<file path="src/rtl/wdt_pkg.sv">
package wdt_pkg;
    localparam int BYTE_W    = 8;
    localparam int DIGIT_W   = 4;
    localparam int NBYTES    = 2;
    localparam int COUNT_W   = NBYTES * BYTE_W;
    localparam int EN_BIT    = 1;
    localparam int STEER_BIT = 0;
    localparam int FLAG_BIT  = 1;

    typedef struct packed {
        logic [BYTE_W-1:0]  frac;
        logic [BYTE_W-1:0]  secs;
        logic [COUNT_W-1:0] work;
        logic               en;
        logic               steer;
        logic               flag;
        logic               irq;
    } wdt_state_t;
endpackage

</file>
<file path="src/rtl/wdt_bcd_byte_dec.sv">
module wdt_bcd_byte_dec
    import wdt_pkg::*;
(
    input  logic [BYTE_W-1:0] din,
    input  logic              borrow_i,
    output logic [BYTE_W-1:0] dout,
    output logic              borrow_o
);
    logic [DIGIT_W-1:0] lo, hi;

    always_comb begin
        lo       = din[DIGIT_W-1:0];
        hi       = din[BYTE_W-1:DIGIT_W];
        borrow_o = 1'b0;
        if (borrow_i) begin
            if (lo == '0) begin
                lo = DIGIT_W'(9);
                if (hi == '0) begin
                    hi       = DIGIT_W'(9);
                    borrow_o = 1'b1;
                end else begin
                    hi = hi - 1'b1;
                end
            end else begin
                lo = lo - 1'b1;
            end
        end
        dout = {hi, lo};
    end
endmodule

</file>
<file path="src/rtl/wdt_pulse_gen.sv">
module wdt_pulse_gen #(
    parameter int PULSE_CYCLES = 16
) (
    input  logic clk,
    input  logic rst_n,
    input  logic fire_i,
    output logic pulse_o
);
    localparam int CNT_W = $clog2(PULSE_CYCLES + 1);

    logic [CNT_W-1:0] cnt_d, cnt_q;

    always_comb begin
        cnt_d = cnt_q;
        if (fire_i)
            cnt_d = CNT_W'(PULSE_CYCLES);
        else if (cnt_q != '0)
            cnt_d = cnt_q - 1'b1;
    end

    always_ff @(posedge clk or negedge rst_n) begin
        if (!rst_n) cnt_q <= '0;
        else        cnt_q <= cnt_d;
    end

    assign pulse_o = (cnt_q != '0);

    // pulse counter never exceeds its programmed length
    a_r6_pulse_bounded: assert property (@(posedge clk) disable iff (!rst_n)
        cnt_q <= CNT_W'(PULSE_CYCLES));
    // without a new fire, a running pulse counts down by one
    a_r6_pulse_counts_down: assert property (@(posedge clk) disable iff (!rst_n)
        (!fire_i && cnt_q != '0) |=> (cnt_q == $past(cnt_q) - 1'b1));
endmodule

</file>
<file path="src/rtl/bcd_watchdog.sv">
module bcd_watchdog
    import wdt_pkg::*;
#(
    parameter int              ADDR_W     = 4,
    parameter logic [ADDR_W-1:0] ADR_FRAC = 4'hC,
    parameter logic [ADDR_W-1:0] ADR_SECS = 4'hD,
    parameter logic [ADDR_W-1:0] ADR_STAT = 4'hE,
    parameter logic [ADDR_W-1:0] ADR_CTRL = 4'hF,
    parameter int              RST_CYCLES = 16
) (
    input  logic              clk,
    input  logic              rst_n,
    input  logic              bus_sel_i,
    input  logic              bus_we_i,
    input  logic [ADDR_W-1:0] bus_addr_i,
    input  logic [BYTE_W-1:0] bus_wdata_i,
    output logic [BYTE_W-1:0] bus_rdata_o,
    input  logic              tick_i,
    output logic              wd_rst_o,
    output logic              wd_irq_o,
    output logic              wd_flag_o
);
    localparam logic [COUNT_W-1:0] LAST_COUNT = COUNT_W'(1);

    wdt_state_t s_d, s_q;

    logic wr_frac, wr_secs, wr_ctrl, wr_cnt, rd_stat;
    logic running, expire, fire;
    logic [COUNT_W-1:0] dec_val;
    logic [NBYTES:0]    borrow;

    // BCD decrement chain over the count bytes, hundredths first
    assign borrow[0] = 1'b1;
    for (genvar g = 0; g < NBYTES; g++) begin : g_dec
        wdt_bcd_byte_dec u_dec (
            .din      (s_q.work[g*BYTE_W +: BYTE_W]),
            .borrow_i (borrow[g]),
            .dout     (dec_val[g*BYTE_W +: BYTE_W]),
            .borrow_o (borrow[g+1])
        );
    end

    always_comb begin
        s_d     = s_q;
        wr_frac = bus_sel_i &&  bus_we_i && (bus_addr_i == ADR_FRAC);
        wr_secs = bus_sel_i &&  bus_we_i && (bus_addr_i == ADR_SECS);
        wr_ctrl = bus_sel_i &&  bus_we_i && (bus_addr_i == ADR_CTRL);
        rd_stat = bus_sel_i && !bus_we_i && (bus_addr_i == ADR_STAT);
        wr_cnt  = wr_frac || wr_secs;

        if (wr_frac) s_d.frac = bus_wdata_i;
        if (wr_secs) s_d.secs = bus_wdata_i;
        if (wr_ctrl) begin
            s_d.en    = bus_wdata_i[EN_BIT];
            s_d.steer = bus_wdata_i[STEER_BIT];
        end

        running = s_q.en && ({s_q.secs, s_q.frac} != '0);
        expire  = running && tick_i && !wr_cnt && (s_q.work == LAST_COUNT);
        fire    = expire && s_q.steer;

        if (!s_q.en || wr_cnt)
            s_d.work = {s_d.secs, s_d.frac};
        else if (expire)
            s_d.work = {s_q.secs, s_q.frac};
        else if (running && tick_i)
            s_d.work = dec_val;

        if (rd_stat) begin
            s_d.flag = 1'b0;
            s_d.irq  = 1'b0;
        end
        if (expire) begin
            s_d.flag = 1'b1;
            if (!s_q.steer) s_d.irq = 1'b1;
        end
    end

    always_ff @(posedge clk or negedge rst_n) begin
        if (!rst_n) s_q <= '0;
        else        s_q <= s_d;
    end

    always_comb begin
        bus_rdata_o = '0;
        if (bus_addr_i == ADR_FRAC)      bus_rdata_o = s_q.frac;
        else if (bus_addr_i == ADR_SECS) bus_rdata_o = s_q.secs;
        else if (bus_addr_i == ADR_STAT) bus_rdata_o[FLAG_BIT] = s_q.flag;
        else if (bus_addr_i == ADR_CTRL) begin
            bus_rdata_o[EN_BIT]    = s_q.en;
            bus_rdata_o[STEER_BIT] = s_q.steer;
        end
    end

    wdt_pulse_gen #(.PULSE_CYCLES(RST_CYCLES)) u_pulse (
        .clk     (clk),
        .rst_n   (rst_n),
        .fire_i  (fire),
        .pulse_o (wd_rst_o)
    );

    assign wd_irq_o  = s_q.irq;
    assign wd_flag_o = s_q.flag;

    // a reset pulse only starts after a steered, enabled tick
    a_r6_rst_needs_steer: assert property (@(posedge clk) disable iff (!rst_n)
        $rose(wd_rst_o) |-> $past(tick_i && s_q.en && s_q.steer));
    // the interrupt only rises after a non-steered tick
    a_r7_irq_needs_tick: assert property (@(posedge clk) disable iff (!rst_n)
        $rose(wd_irq_o) |-> $past(tick_i && !s_q.steer));
    // the flag only rises from an enabled tick
    a_r9_flag_needs_enable: assert property (@(posedge clk) disable iff (!rst_n)
        $rose(wd_flag_o) |-> $past(tick_i && s_q.en));
    // a status read with no expiry clears the flag
    a_r8_read_clears_flag: assert property (@(posedge clk) disable iff (!rst_n)
        (rd_stat && !expire) |=> !wd_flag_o);
    // the enabled counter holds between ticks and writes
    a_r3_hold_without_tick: assert property (@(posedge clk) disable iff (!rst_n)
        (s_q.en && !tick_i && !wr_cnt) |=> $stable(s_q.work));
endmodule

</file>
<file path="config.mk">
export PLATFORM = sky130hd
export DESIGN_NAME = bcd_watchdog
export DESIGN_NICKNAME = d
export VERILOG_FILES = /design/src/rtl/wdt_pkg.sv /design/src/rtl/wdt_bcd_byte_dec.sv /design/src/rtl/wdt_pulse_gen.sv /design/src/rtl/bcd_watchdog.sv
export SDC_FILE = /design/constraint.sdc
export NUM_CORES = 1
export LEC_CHECK = 0
export ABC_AREA = 1
export BUFFER_PORTS_ARGS = -buffer_cell sky130_fd_sc_hd__buf_4
export CELL_PAD_IN_SITES_DETAIL_PLACEMENT = 0
export CELL_PAD_IN_SITES_GLOBAL_PLACEMENT = 1
export CORE_MARGIN = 5
export CORE_UTILIZATION = 45
export CTS_CLUSTER_DIAMETER = 30
export DETAILED_ROUTE_END_ITERATION = 10
export GPL_TIMING_DRIVEN = 0
export PLACE_DENSITY_LB_ADDON = 0.25
export SETUP_SLACK_MARGIN = 0.02
export SLEW_MARGIN = 30
export SYNTH_ARGS = -nofsm -noshare
export SYNTH_HDL_FRONTEND = slang
export SYNTH_SLANG_ARGS = --single-unit
export TNS_END_PERCENT = 100
</file>
<file path="constraint.sdc">
create_clock -name clk -period 4 [get_ports clk]
set_clock_uncertainty 0.05 [all_clocks]
set_input_delay 0.4 -clock clk [delete_from_list [all_inputs] [get_ports clk]]
set_output_delay 0.4 -clock clk [all_outputs]
set_load 0.05 [all_outputs]
</file>
# Yosys cells after proc, flatten, opt, wreduce, memory -nomap -nowiden
# Index checks and enable logic that the tools add are counted.
[classes]
add_sub_neg = 5
mul = 0
div_mod_pow = 0
magnitude_cmp = 0
eq_ne = 5
shifts = 0
muxes = 26
bitwise_logic = 0
reduce_logical = 31
[ops]
columns = ["cell", "n"]
rows = [
  ["16-bit two-way mux", 3],
  ["4-bit two-way mux", 8],
  ["8-bit two-way mux", 3],
  ["16-bit by 1-bit == test with 1-bit output (second input constant)", 1],
  ["4-bit == test (second input constant)", 4],
  ["4-bit logical NOT", 4],
  ["16-bit nonzero test", 1],
  ["4-bit by 1-bit subtractor with 4-bit output (second input constant)", 4],
  ["3-bit nonzero test", 4],
  ["1-bit logical AND", 11],
  ["5-bit two-way mux", 2],
  ["2-bit two-way mux", 4],
  ["6-bit two-way mux", 1],
  ["1-bit two-way mux", 5],
  ["5-bit nonzero test", 1],
  ["5-bit by 1-bit subtractor with 5-bit output (second input constant)", 1],
  ["2-bit AND reduction", 2],
  ["2-bit nonzero test", 2],
  ["1-bit logical NOT", 3],
  ["3-bit AND reduction", 1],
  ["1-bit logical OR", 2],
]
[word_totals]
reg_bits = 41
latchBits = 0
ramBits = 0
mem_bits_ro = 0
output_inout_bits = 11
elab_cells = 78
memories = 0

# Logic depth before layout (Yosys ltp)
# Gate-level depths: netlist of the first run.
[logic_depth]
depth_word = 8
depth_mapped = 13
depth_no_buf = 12

# Hierarchy
# From an unflattened synthesis of the first run, not the netlist that was laid out.
[hier_totals]
cells_unflattened = 455
area_unflattened_um2 = 2957.8
[modules_own_cells]
columns = ["mod", "n_inst", "cells_each", "area_each_um2"]
rows = [
  ["bcd_watchdog", 1, 334, 2297.2],
  ["wdt_bcd_byte_dec", 2, 44, 200.2],
  ["wdt_pulse_gen", 1, 33, 260.2],
]

# Least setup slack after synthesis of the first run
# Ideal clock, no wire load.
[synth_path]
path_kind = "input port to output port"
start = "input bus_addr_i[0]"
end = "output bus_rdata_o[5]"
arrival_ps = 1847
t_required_ps = 3550
slack_ps = 1703
path_stages = 3
n_path_buf = 0
cell_sequence = "nor2_1 -> nand2_1 -> o21ai_0"
[synth_via]
elab_chain_len = 3
elab_cells_between_ends = 4
classes_between = "eq/ne: 2; mux: 2"
[synth_lines]
columns = ["item", "line", "rtl"]
rows = [
  ["from (decl)", "bcd_watchdog.sv:15", "input logic [ADDR_W-1:0] bus_addr_i,"],
  ["4-bit == test", "bcd_watchdog.sv:87", "else if (bus_addr_i == ADR_SECS) bus_rdata_o = s_q.secs;"],
  ["6-bit two-way mux", "bcd_watchdog.sv:87", ""],
  ["8-bit two-way mux *", "bcd_watchdog.sv:86", "if (bus_addr_i == ADR_FRAC) bus_rdata_o = s_q.frac;"],
  ["to (decl)", "bcd_watchdog.sv:17", "output logic [BYTE_W-1:0] bus_rdata_o,"],
]
# Mark *: on every way between the ends. The rest lies on a longest branch, timed or not.

# Worst setup path in the final report of the first run
[layout_path]
start = "register u_pulse.cnt_q[0]"
end = "output wd_rst_o"
[layout_via]
elab_chain_len = 1
[layout_lines]
columns = ["item", "line", "rtl"]
rows = [
  ["from (decl)", "wdt_pulse_gen.sv:11", "logic [CNT_W-1:0] cnt_d, cnt_q;"],
  ["from (signal assigned)", "wdt_pulse_gen.sv:23", "else cnt_q <= cnt_d;"],
  ["5-bit nonzero test", "wdt_pulse_gen.sv:26", "assign pulse_o = (cnt_q != '0);"],
  ["to (decl)", "bcd_watchdog.sv:19", "output logic wd_rst_o,"],
]
# Every way passes these cells.

==> flow_metrics.env, run 1 <==
export IMPL_required_ps=3550
export IMPL_hold_path_class="primary input to asynchronous set/reset pin"
export IMPL_syn_inst=369
export IMPL_syn_num_nets=387
export IMPL_coreArea_um2=5510
export IMPL_io_pins=28
export IMPL_tightestPinTransition_ps=543
export IMPL_drt_iter0_markers=142
export IMPL_netlist_top_cells_area="dfrtp_1 (40%), nand2_1 (19%), inv_1 (6.4%)"
export IMPL_crit_arrival_ps=1660
export IMPL_num_vias=2405
export IMPL_vias_per_cell=5.05
export IMPL_avgSynthCellArea_um2=6.88
export IMPL_grt_overflow=0
export IMPL_layout_min_cycle_time_ps=2110
export IMPL_path_cells="inv_1 -> ha_1 -> nand2_1 -> or2_2 -> clkbuf_1 -> buf_4"
export IMPL_synth_top_area_share_pct=40.4
export IMPL_gp_congestion=0.867
export IMPL_cts_buffers=5
export IMPL_rsz0062_at_grt="false"
export IMPL_start_kind="flop"
export IMPL_peakVddDrop_mv=0.289
export IMPL_synthMuxAreaShare_pct=0.394
export IMPL_areaGrowthSynthToFinish_pct=14.7
export IMPL_slew_viol_final=0
export IMPL_grtUsageTotal_pct=19.5
export IMPL_post_cts_resized=0
export IMPL_numPlacedInstances=468
export IMPL_p_leak_nw=1.56
export IMPL_multiInputGateArea_um2=1280
export IMPL_synthAdderAreaFrac_pct=0.493
export IMPL_cp_max_fo=6
export IMPL_cts_hold_buf=0
export IMPL_crit_slowest_cell="dfrtp_1"
export IMPL_clock_sinks=41
export IMPL_worst_path_buf_inv=3
export IMPL_relSlewSlack_pct=63.8
export IMPL_synth_simple_area_share_pct=37.9
export IMPL_dr_pass1_iters=4
export IMPL_grt_max_degree=42
export IMPL_postRouteAntennaNets=0
export IMPL_htreeDepth=2
export IMPL_post_cts_buffers=0
export IMPL_rows=27
export IMPL_synthArstFlopShare_pct=100
export IMPL_max_freq_mhz=475
export IMPL_antenna_found_initial=0
export IMPL_grt_pass1_wl_mm=11.4
export IMPL_ys_ff_latch=41
export IMPL_min_period_over_period_pct=52.7
export IMPL_hold_viol_final=0
export IMPL_n_antenna_cell=0
export IMPL_nets=421
export IMPL_yosysSeqAreaShare_pct=40.4
export IMPL_fp_dieW_um=85.1
export IMPL_fin_cells=476
export IMPL_fillers=572
export IMPL_regArea_um2=1030
export IMPL_totalWireLength_mm=6.72
export IMPL_crit_type="flop to primary output"
export IMPL_setup_viol=0
export IMPL_power_density_nw_per_um2=557
export IMPL_ys_flop_type="dfrtp_1"
export IMPL_maxCapViolations=0
export IMPL_synth_top_family_by_area="simple AND/OR/NAND/NOR gates"
export IMPL_crit_path_end_kind="primary output"
export IMPL_synth_edf_count=0
export IMPL_path_delay_family="buffers and inverters"
export IMPL_worstSkewPairLatency_ps=290
export IMPL_wl_per_cell_um=14.1
export IMPL_yosysTopAreaCell="dfrtp_1"
export IMPL_portBuffers=27
export IMPL_drive_gt1_share_pct=16.1
export IMPL_tns_ps=0
export IMPL_synth_xor_area_share_pct=0.690
export IMPL_start_util_pct=46.1
export IMPL_yosys_warnings=0
export IMPL_cp_slowest_stage_delay_ps=400
export IMPL_cts_root_buf="clkbuf_8"
export IMPL_grt_pass1_vias=2389
export IMPL_synth_cell_types=34
export IMPL_status="completed"
export IMPL_dp_hpwl_mm=5.14
export IMPL_cts_tree="yes"
export IMPL_drc=0
export IMPL_cts_clk_slew_worst_paths_ps=80
export IMPL_die_h_um=85.1
export IMPL_dieArea_um2=7250
export IMPL_max_clock_path_buffers=2
export IMPL_synth_compound_area_share_pct=11.0
export IMPL_netlist_area_um2=2540
[final cells by class]
| class | instances | area share, % |
|---|---|---|
| tap | 72 | 3.09 |
| timing repair buffer | 27 | 6.96 |
| inverter | 49 | 6.31 |
| multi-input combinational | 271 | 44.0 |
| clock buffer | 8 | 2.75 |
| buffer | 8 | 1.63 |
| sequential | 41 | 35.2 |
[path summary, 6_finish.rpt]
path | startpoint | endpoint | slack, ps | cells past startpoint
min in group clk | bus_wdata_i[4] | s_q[24] | 310 | 3
max reg2reg | s_q[11] | s_q[12] | 2030 | 10
max in group asynchronous | rst_n | s_q[11] | 3490 | 1
min | rst_n | wd_irq_o | 30 | 1
max | u_pulse.cnt_q[0] | wd_rst_o | 1890 | 6
min reg2reg | u_pulse.cnt_q[4] | u_pulse.cnt_q[4] | 430 | 2
[metal layers]
metal / global-route usage (%) / wire length [um] / vias up
met5: 0 / 0 / -
met4: 4.60 / 91 / 0
met3: 4.27 / 381 / 8
met2: 31.4 / 3090 / 51
met1: 26.8 / 3150 / 1110
li1: - / - / 1236
[synth_stat cells, types with 2 or more instances]
cell and instances:
nand3_1 31, nand2_1 127, nor2_2 4, o21ai_0 23, nand2_4 2, a21oi_1 8
or2_2 3, o211ai_1 3, nand4_1 2, nand3_2 3, o21ai_1 6, xor2_1 2
nor3b_1 2, inv_2 6, buf_2 5, dfrtp_1 41, nand2_2 4, nor3_1 4
nor2_1 33, o22ai_1 4, inv_1 43
[layout by cell type (no fill, tap or decap), drive strengths merged]
master and n:
inv 49, o21a 1, nor3 4, nand2 133, nand3 34, o22ai 4, o21bai 1, a21oi 9
ha 1, xor2 2, nor2 39, a221o 1, o21ai 29, or2 3, clkbuf 9, o211ai 4
mux2i 1, buf 34, nor3b 2, nand4 2, dfrtp 41, nand3b 1
[sequential cells by signal (all words and copies together) (netlist names)]
signal	count
s_q	34
wd_flag_o	1
wd_irq_o	1
u_pulse.cnt_q	5
[logic make-up after synthesis]
family	count (synthesis)
AO/OA/AOI/OAI	49
XOR/XNOR	2
adder cells (fa/ha/maj)	1
buffers and inverters	57
flip-flops	41
multiplexers	1
AND/OR/NAND/NOR	218
[power breakdown]
group	total, W	internal, W	switching, W
logic	0.000679	0.000251	0.000428
registers	0.000677	0.000549	0.000128
clock network	0.000266	0.000124	0.000142
[worst reg2reg max path: cells and delay by family, from the launching register on]
family	cells	cell delay [ps]
AO/OA/AOI/OAI	1	180
flip-flops	1	420
AND/OR/NAND/NOR	9	1210
[through the flow]
step                      power (W)  setup slack [ps]  instance area (um^2)  hold slack (ps)  utilization, %
final                       0.00162              1890                  2910             32.7            52.9
after CTS                   0.00164              1880                  2910             48.6            52.9
after floorplan             0.00118              1700                  2540             54.4               -
after detailed placement    0.00136              1980                  2830              371            51.4
after global placement      0.00135              1970                  2830              374            51.4
after global routing        0.00178              1780                  2910             81.9            52.9
(Power assumes the default switching activity.)
==> inputs of run 2 (changes only) <==
- CORE_UTILIZATION: 45 -> 38
- clock period: 4 -> 1.9 ns (I/O delays scaled with it)
==> run 2 against run 1 <==
Compared with the run above: final cell count increased by 3.2%; sequential share of layout area decreased by 1.6 points; count of clock-buffer cells in the layout unchanged; core utilization shrank 5.2 points; largest power group unchanged; critical path depth is 1 lower; sequential cell count unchanged.
==> flow_metrics.env, run 2 (synthesis gave the netlist of run 1 again) <==
export IMPL_status="completed"
export IMPL_n_antenna_cell=0
export IMPL_min_period_over_period_pct=93.8
export IMPL_worstSkewPairLatency_ps=290
export IMPL_clock_sinks=41
export IMPL_grt_max_degree=42
export IMPL_die_h_um=91.8
export IMPL_grt_pass1_vias=2336
export IMPL_crit_type="flop to primary output"
export IMPL_vias_per_cell=5.01
export IMPL_worst_path_buf_inv=2
export IMPL_wl_per_cell_um=14.2
export IMPL_final_cell_mix="nand2_1 (122), inv_1 (43), buf_4 (37), dfrtp_1 (37), nand3_1 (31)"
export IMPL_postRouteAntennaNets=0
export IMPL_cts_root_buf="clkbuf_8"
export IMPL_max_freq_mhz=561
export IMPL_required_ps=1660
export IMPL_rsz0062_at_grt="false"
export IMPL_grt_pass1_wl_mm=11.5
export IMPL_relSlewSlack_pct=63.4
export IMPL_grtUsageTotal_pct=17.2
export IMPL_totalWireLength_mm=6.99
export IMPL_rows=29
export IMPL_crit_arrival_ps=1540
export IMPL_max_clock_path_buffers=2
export IMPL_grt_overflow=0
export IMPL_setup_viol=0
export IMPL_layout_min_cycle_time_ps=1780
export IMPL_r2r_slack_ps=130
export IMPL_fp_dieW_um=91.8
export IMPL_slew_viol_final=0
export IMPL_power_density_nw_per_um2=1190
export IMPL_crit_slowest_cell="dfrtp_1"
export IMPL_p_leak_nw=1.62
export IMPL_num_vias=2460
export IMPL_finalPower_w=0.00366
export IMPL_dieArea_um2=8420
export IMPL_largestRegisters="s_q x34, u_pulse.cnt_q x5"
export IMPL_cts_buffers=5
export IMPL_path_cells="inv_1 -> ha_1 -> nand2_1 -> or2_2 -> buf_6"
export IMPL_drc=0
export IMPL_final_design_area_no_fill_um2=3060
export IMPL_hold_path_class="primary input to flop"
export IMPL_cts_clk_slew_worst_paths_ps=70
export IMPL_nets=431
export IMPL_start_util_pct=39.5
export IMPL_cp_max_fo=6
export IMPL_tightestPinTransition_ps=549
export IMPL_largest_register_ffs=34
export IMPL_largest_register="s_q"
export IMPL_cts_tree="yes"
export IMPL_path_delay_family="simple AND/OR/NAND/NOR gates"
export IMPL_maxCapViolations=0
export IMPL_antenna_found_initial=0
export IMPL_areaGrowthSynthToFinish_pct=20.6
export IMPL_drt_iter0_markers=123
export IMPL_crit_path_end_kind="primary output"
export IMPL_dp_hpwl_mm=5.21
export IMPL_hold_slack_ps=113
export IMPL_final_common_cell="nand2_1"
export IMPL_io_pins=28
export IMPL_gp_congestion=0.866
export IMPL_post_dp_cell_area_um2=2840
export IMPL_start_kind="flop"
export IMPL_cp_slowest_stage_delay_ps=410
export IMPL_htreeDepth=2
export IMPL_hold_viol_final=0
export IMPL_final_core_util_pct=47.7
export IMPL_drive_gt1_share_pct=22.5
export IMPL_portBuffers=27
export IMPL_dr_pass1_iters=5
export IMPL_peakVddDrop_mv=0.575
export IMPL_coreArea_um2=6420
export IMPL_tns_ps=0
[run 2: changes by cell type in the layout (fill, tap and decap cells not counted), sizes merged]
| cell | previous run | this run |
|---|---|---|
| buf | 34 | 44 |
| clkbuf | 9 | 8 |
| dlygate4sd3 | 0 | 1 |
[run 2: through the flow]
step                      setup WS [ps]  instances
after floorplan                    22.5        369
after global placement             33.1        473
after detailed placement           20.6        473
after CTS                          25.0        484
after global routing               16.9        491
final                               118        491
[run 2: what timing repair did]
action,in CTS,in global routing
endpoints found under the setup margin,2,20
gates resized for setup,3,20
buffers inserted,2,8
hold buffers,1,0
hold endpoints to repair,41,0
pin swaps,1,5
[run 2: tightest hold or removal path: cells and delay by family]
kind | cells | cell delay, ps
simple gates | 1 | 50
compound gates | 1 | 90
buf+inv | 1 | 90
[run 2: final timing paths]
path / cells after the start / to / startpoint
worst max register to register: 11 / s_q[5] / s_q[8]
worst min register to register: 2 / u_pulse.cnt_q[4] / u_pulse.cnt_q[4]
min in group asynchronous: 2 / wd_flag_o / rst_n
worst max-delay path: 5 / wd_rst_o / u_pulse.cnt_q[0]
max in group asynchronous: 2 / s_q[11] / rst_n
worst min-delay path: 3 / s_q[24] / bus_wdata_i[4]
[run 2: power breakdown]
group	leakage (nW)	internal, W	switching, W
Combinational	1.08	0.000666	0.000972
Clock	0.0395	0.000261	0.000295
Sequential	0.500	0.00116	0.000304
Total	1.62	0.00209	0.00157
[run 2: area by class of cell]
class                           count  area (um^2)
Inverter                           49          184
Buffer                              7         47.5
Timing Repair Buffer               38          292
Tap cell                           77         96.3
Sequential cell                    41         1030
Multi-Input combinational cell    271         1330
Clock buffer                        8         80.1
Fill cell                         678         3360
[run 2: routing by layer]
| metal | vias up | track usage, % | share of wire (%) |
|---|---|---|---|
| li1 | 1259 | - | - |
| met3 | 8 | 2.78 | 4.6 |
| met1 | 1151 | 23.5 | 46 |
| met4 | 0 | 5.69 | 1.3 |
| met5 | - | 0 | 0 |
| met2 | 42 | 27.8 | 48 |
==> inputs of run 3 (changes only) <==
- RECOVER_POWER: not set -> 100
==> run 3 against run 2 <==
Compared with the run above: combinational power hardly changed; count of clock-buffer cells in the layout stayed put; sequential power hardly changed; global-route usage stayed put; via count is 0.57% higher; hold slack worse by 1.8 ps; register-to-register slack hardly changed; die area stayed put; total power is 0.24% lower; first-iteration DRC count is 19% higher; fmax hardly changed; critical path type unchanged; highest routed layer unchanged.
==> flow_metrics.env, run 3 (synthesis gave the netlist of run 1 again) <==
export IMPL_status="completed"
export IMPL_antenna_found_initial=0
export IMPL_fin_cells=491
export IMPL_start_kind="flop"
export IMPL_numPlacedInstances=473
export IMPL_postRouteAntennaNets=0
export IMPL_fp_dieW_um=91.8
export IMPL_rsz0062_at_grt="false"
export IMPL_cp_slowest_stage_delay_ps=410
export IMPL_drt_iter0_markers=146
export IMPL_worstSkewPairLatency_ps=290
export IMPL_path_cells="inv_1 -> ha_1 -> nand2_1 -> or2_2 -> buf_6"
export IMPL_post_dp_cell_area_um2=2840
export IMPL_grt_max_degree=42
export IMPL_die_h_um=91.8
export IMPL_cts_buffers=5
export IMPL_drc=0
export IMPL_setup_viol=0
export IMPL_dp_hpwl_mm=5.21
export IMPL_io_pins=28
export IMPL_required_ps=1660
export IMPL_hold_viol_final=0
export IMPL_grt_overflow=0
export IMPL_portBuffers=27
export IMPL_drive_gt1_share_pct=20.3
export IMPL_final_cell_mix="nand2_1 (124), inv_1 (44), dfrtp_1 (37)"
export IMPL_busiest_layer="met2"
export IMPL_relSlewSlack_pct=28.9
export IMPL_max_clock_path_buffers=2
export IMPL_dieArea_um2=8420
export IMPL_largestRegisters="s_q x34, u_pulse.cnt_q x5"
export IMPL_totalWireLength_mm=7.04
export IMPL_rows=29
export IMPL_layout_min_cycle_time_ps=1780
export IMPL_dr_pass1_iters=5
export IMPL_grt_met2_usage_pct=27.8
export IMPL_power_density_nw_per_um2=1210
export IMPL_tightestPinTransition_ps=1070
export IMPL_cts_root_buf="clkbuf_8"
export IMPL_p_leak_nw=1.60
export IMPL_largest_register_ffs=34
export IMPL_n_antenna_cell=0
export IMPL_grtUsageTotal_pct=17.2
export IMPL_tns_ps=0
export IMPL_final_design_area_no_fill_um2=3020
export IMPL_met1_usage_pct=23.5
export IMPL_clock_sinks=41
export IMPL_peakVddDrop_mv=0.572
export IMPL_maxCapViolations=0
export IMPL_hold_slack_ps=111
export IMPL_areaGrowthSynthToFinish_pct=18.8
export IMPL_max_freq_mhz=561
export IMPL_grt_pass1_vias=2336
export IMPL_crit_type="flop to primary output"
export IMPL_nets=431
export IMPL_grt_pass1_wl_mm=11.5
export IMPL_gp_congestion=0.866
export IMPL_num_vias=2474
export IMPL_min_period_over_period_pct=93.8
export IMPL_slew_viol_final=0
export IMPL_vias_per_cell=5.04
export IMPL_htreeDepth=2
export IMPL_grt_util_met3_pct=2.78
export IMPL_hold_path_class="primary input to flop"
export IMPL_start_util_pct=39.5
export IMPL_cts_tree="yes"
export IMPL_cts_clk_slew_worst_paths_ps=80
export IMPL_cp_max_fo=6
export IMPL_crit_arrival_ps=1540
export IMPL_coreArea_um2=6420
export IMPL_crit_path_end_kind="primary output"
export IMPL_wl_per_cell_um=14.3
export IMPL_final_common_cell="nand2_1"
export IMPL_crit_slowest_cell="dfrtp_1"
export IMPL_largest_register="s_q"
## run 3: changes by cell type in the layout (fill, tap and decap cells not counted), moves of 2 or more
cell	delta
buf_4	-14
clkbuf_2	+9
clkbuf_1	+6
o21ai_0	+4
o21ai_1	-4
nand2_1	+2
nand2_2	-2
## run 3: path summary, 6_finish.rpt
| kind | endpoint | from | slack, ps | depth (start not counted) |
|---|---|---|---|---|
| hold reg to reg | u_pulse.cnt_q[4] | u_pulse.cnt_q[4] | 430 | 2 |
| hold / removal | s_q[24] | bus_wdata_i[4] | 110 | 3 |
| setup reg to reg | s_q[5] | s_q[8] | 140 | 11 |
| setup / recovery | wd_rst_o | u_pulse.cnt_q[0] | 120 | 5 |
| max in group asynchronous | s_q[11] | rst_n | 500 | 2 |
| min in group asynchronous | wd_flag_o | rst_n | 570 | 2 |
## run 3: repair_timing
action | 4_1_cts | 5_1_grt
pin swaps | 1 | 5
cloned | 0 | 0
hold buffers | 1 | 0
resized for setup | 3 | 20
buffers inserted | 2 | 8
endpoints found under the setup margin | 2 | 20
endpoints found under the hold margin | 41 | 0
## run 3: routing by layer
layer / vias to the layer above / wire (um) / share of wire [%]
met5: - / 0 / 0
met4: 0 / 68 / 0.97
met3: 7 / 310 / 4.4
met2: 58 / 3370 / 48
met1: 1152 / 3290 / 47
li1: 1257 / - / -
## run 3: report_power, final
part | internal, W | total, W | switching [W]
Combinational | 0.000653 | 0.00162 | 0.000972
Sequential | 0.00116 | 0.00147 | 0.000304
Clock | 0.000261 | 0.000559 | 0.000298
Total | 0.00208 | 0.00365 | 0.00157
## run 3: worst max-delay path: cells and delay by family, from the launching register on
kind / cells / cell delay, ps
simple gates: 2 / 420
fa+ha+maj: 1 / 180
buf+inv: 2 / 250
flops: 1 / 410
## run 3: final cells by class
cell class	count	area [um^2]
Clock buffer	8	80.1
Timing Repair Buffer	38	254
Fill cell	691	3410
Inverter	49	184
Tap cell	77	96.3
Sequential cell	41	1030
Multi-Input combinational cell	271	1330
Buffer	7	42.5
## run 3: through the flow
step / worst slack, ps / util (%) / power [W]
floorplan: 22.5 / - / 0.00249
global placement: 33.1 / 44.2 / 0.00287
detailed placement: 20.6 / 44.2 / 0.00288
CTS: 25.0 / 46.1 / 0.00349
global route: 16.5 / 47.0 / 0.00396
finish: 117 / 47.0 / 0.00365
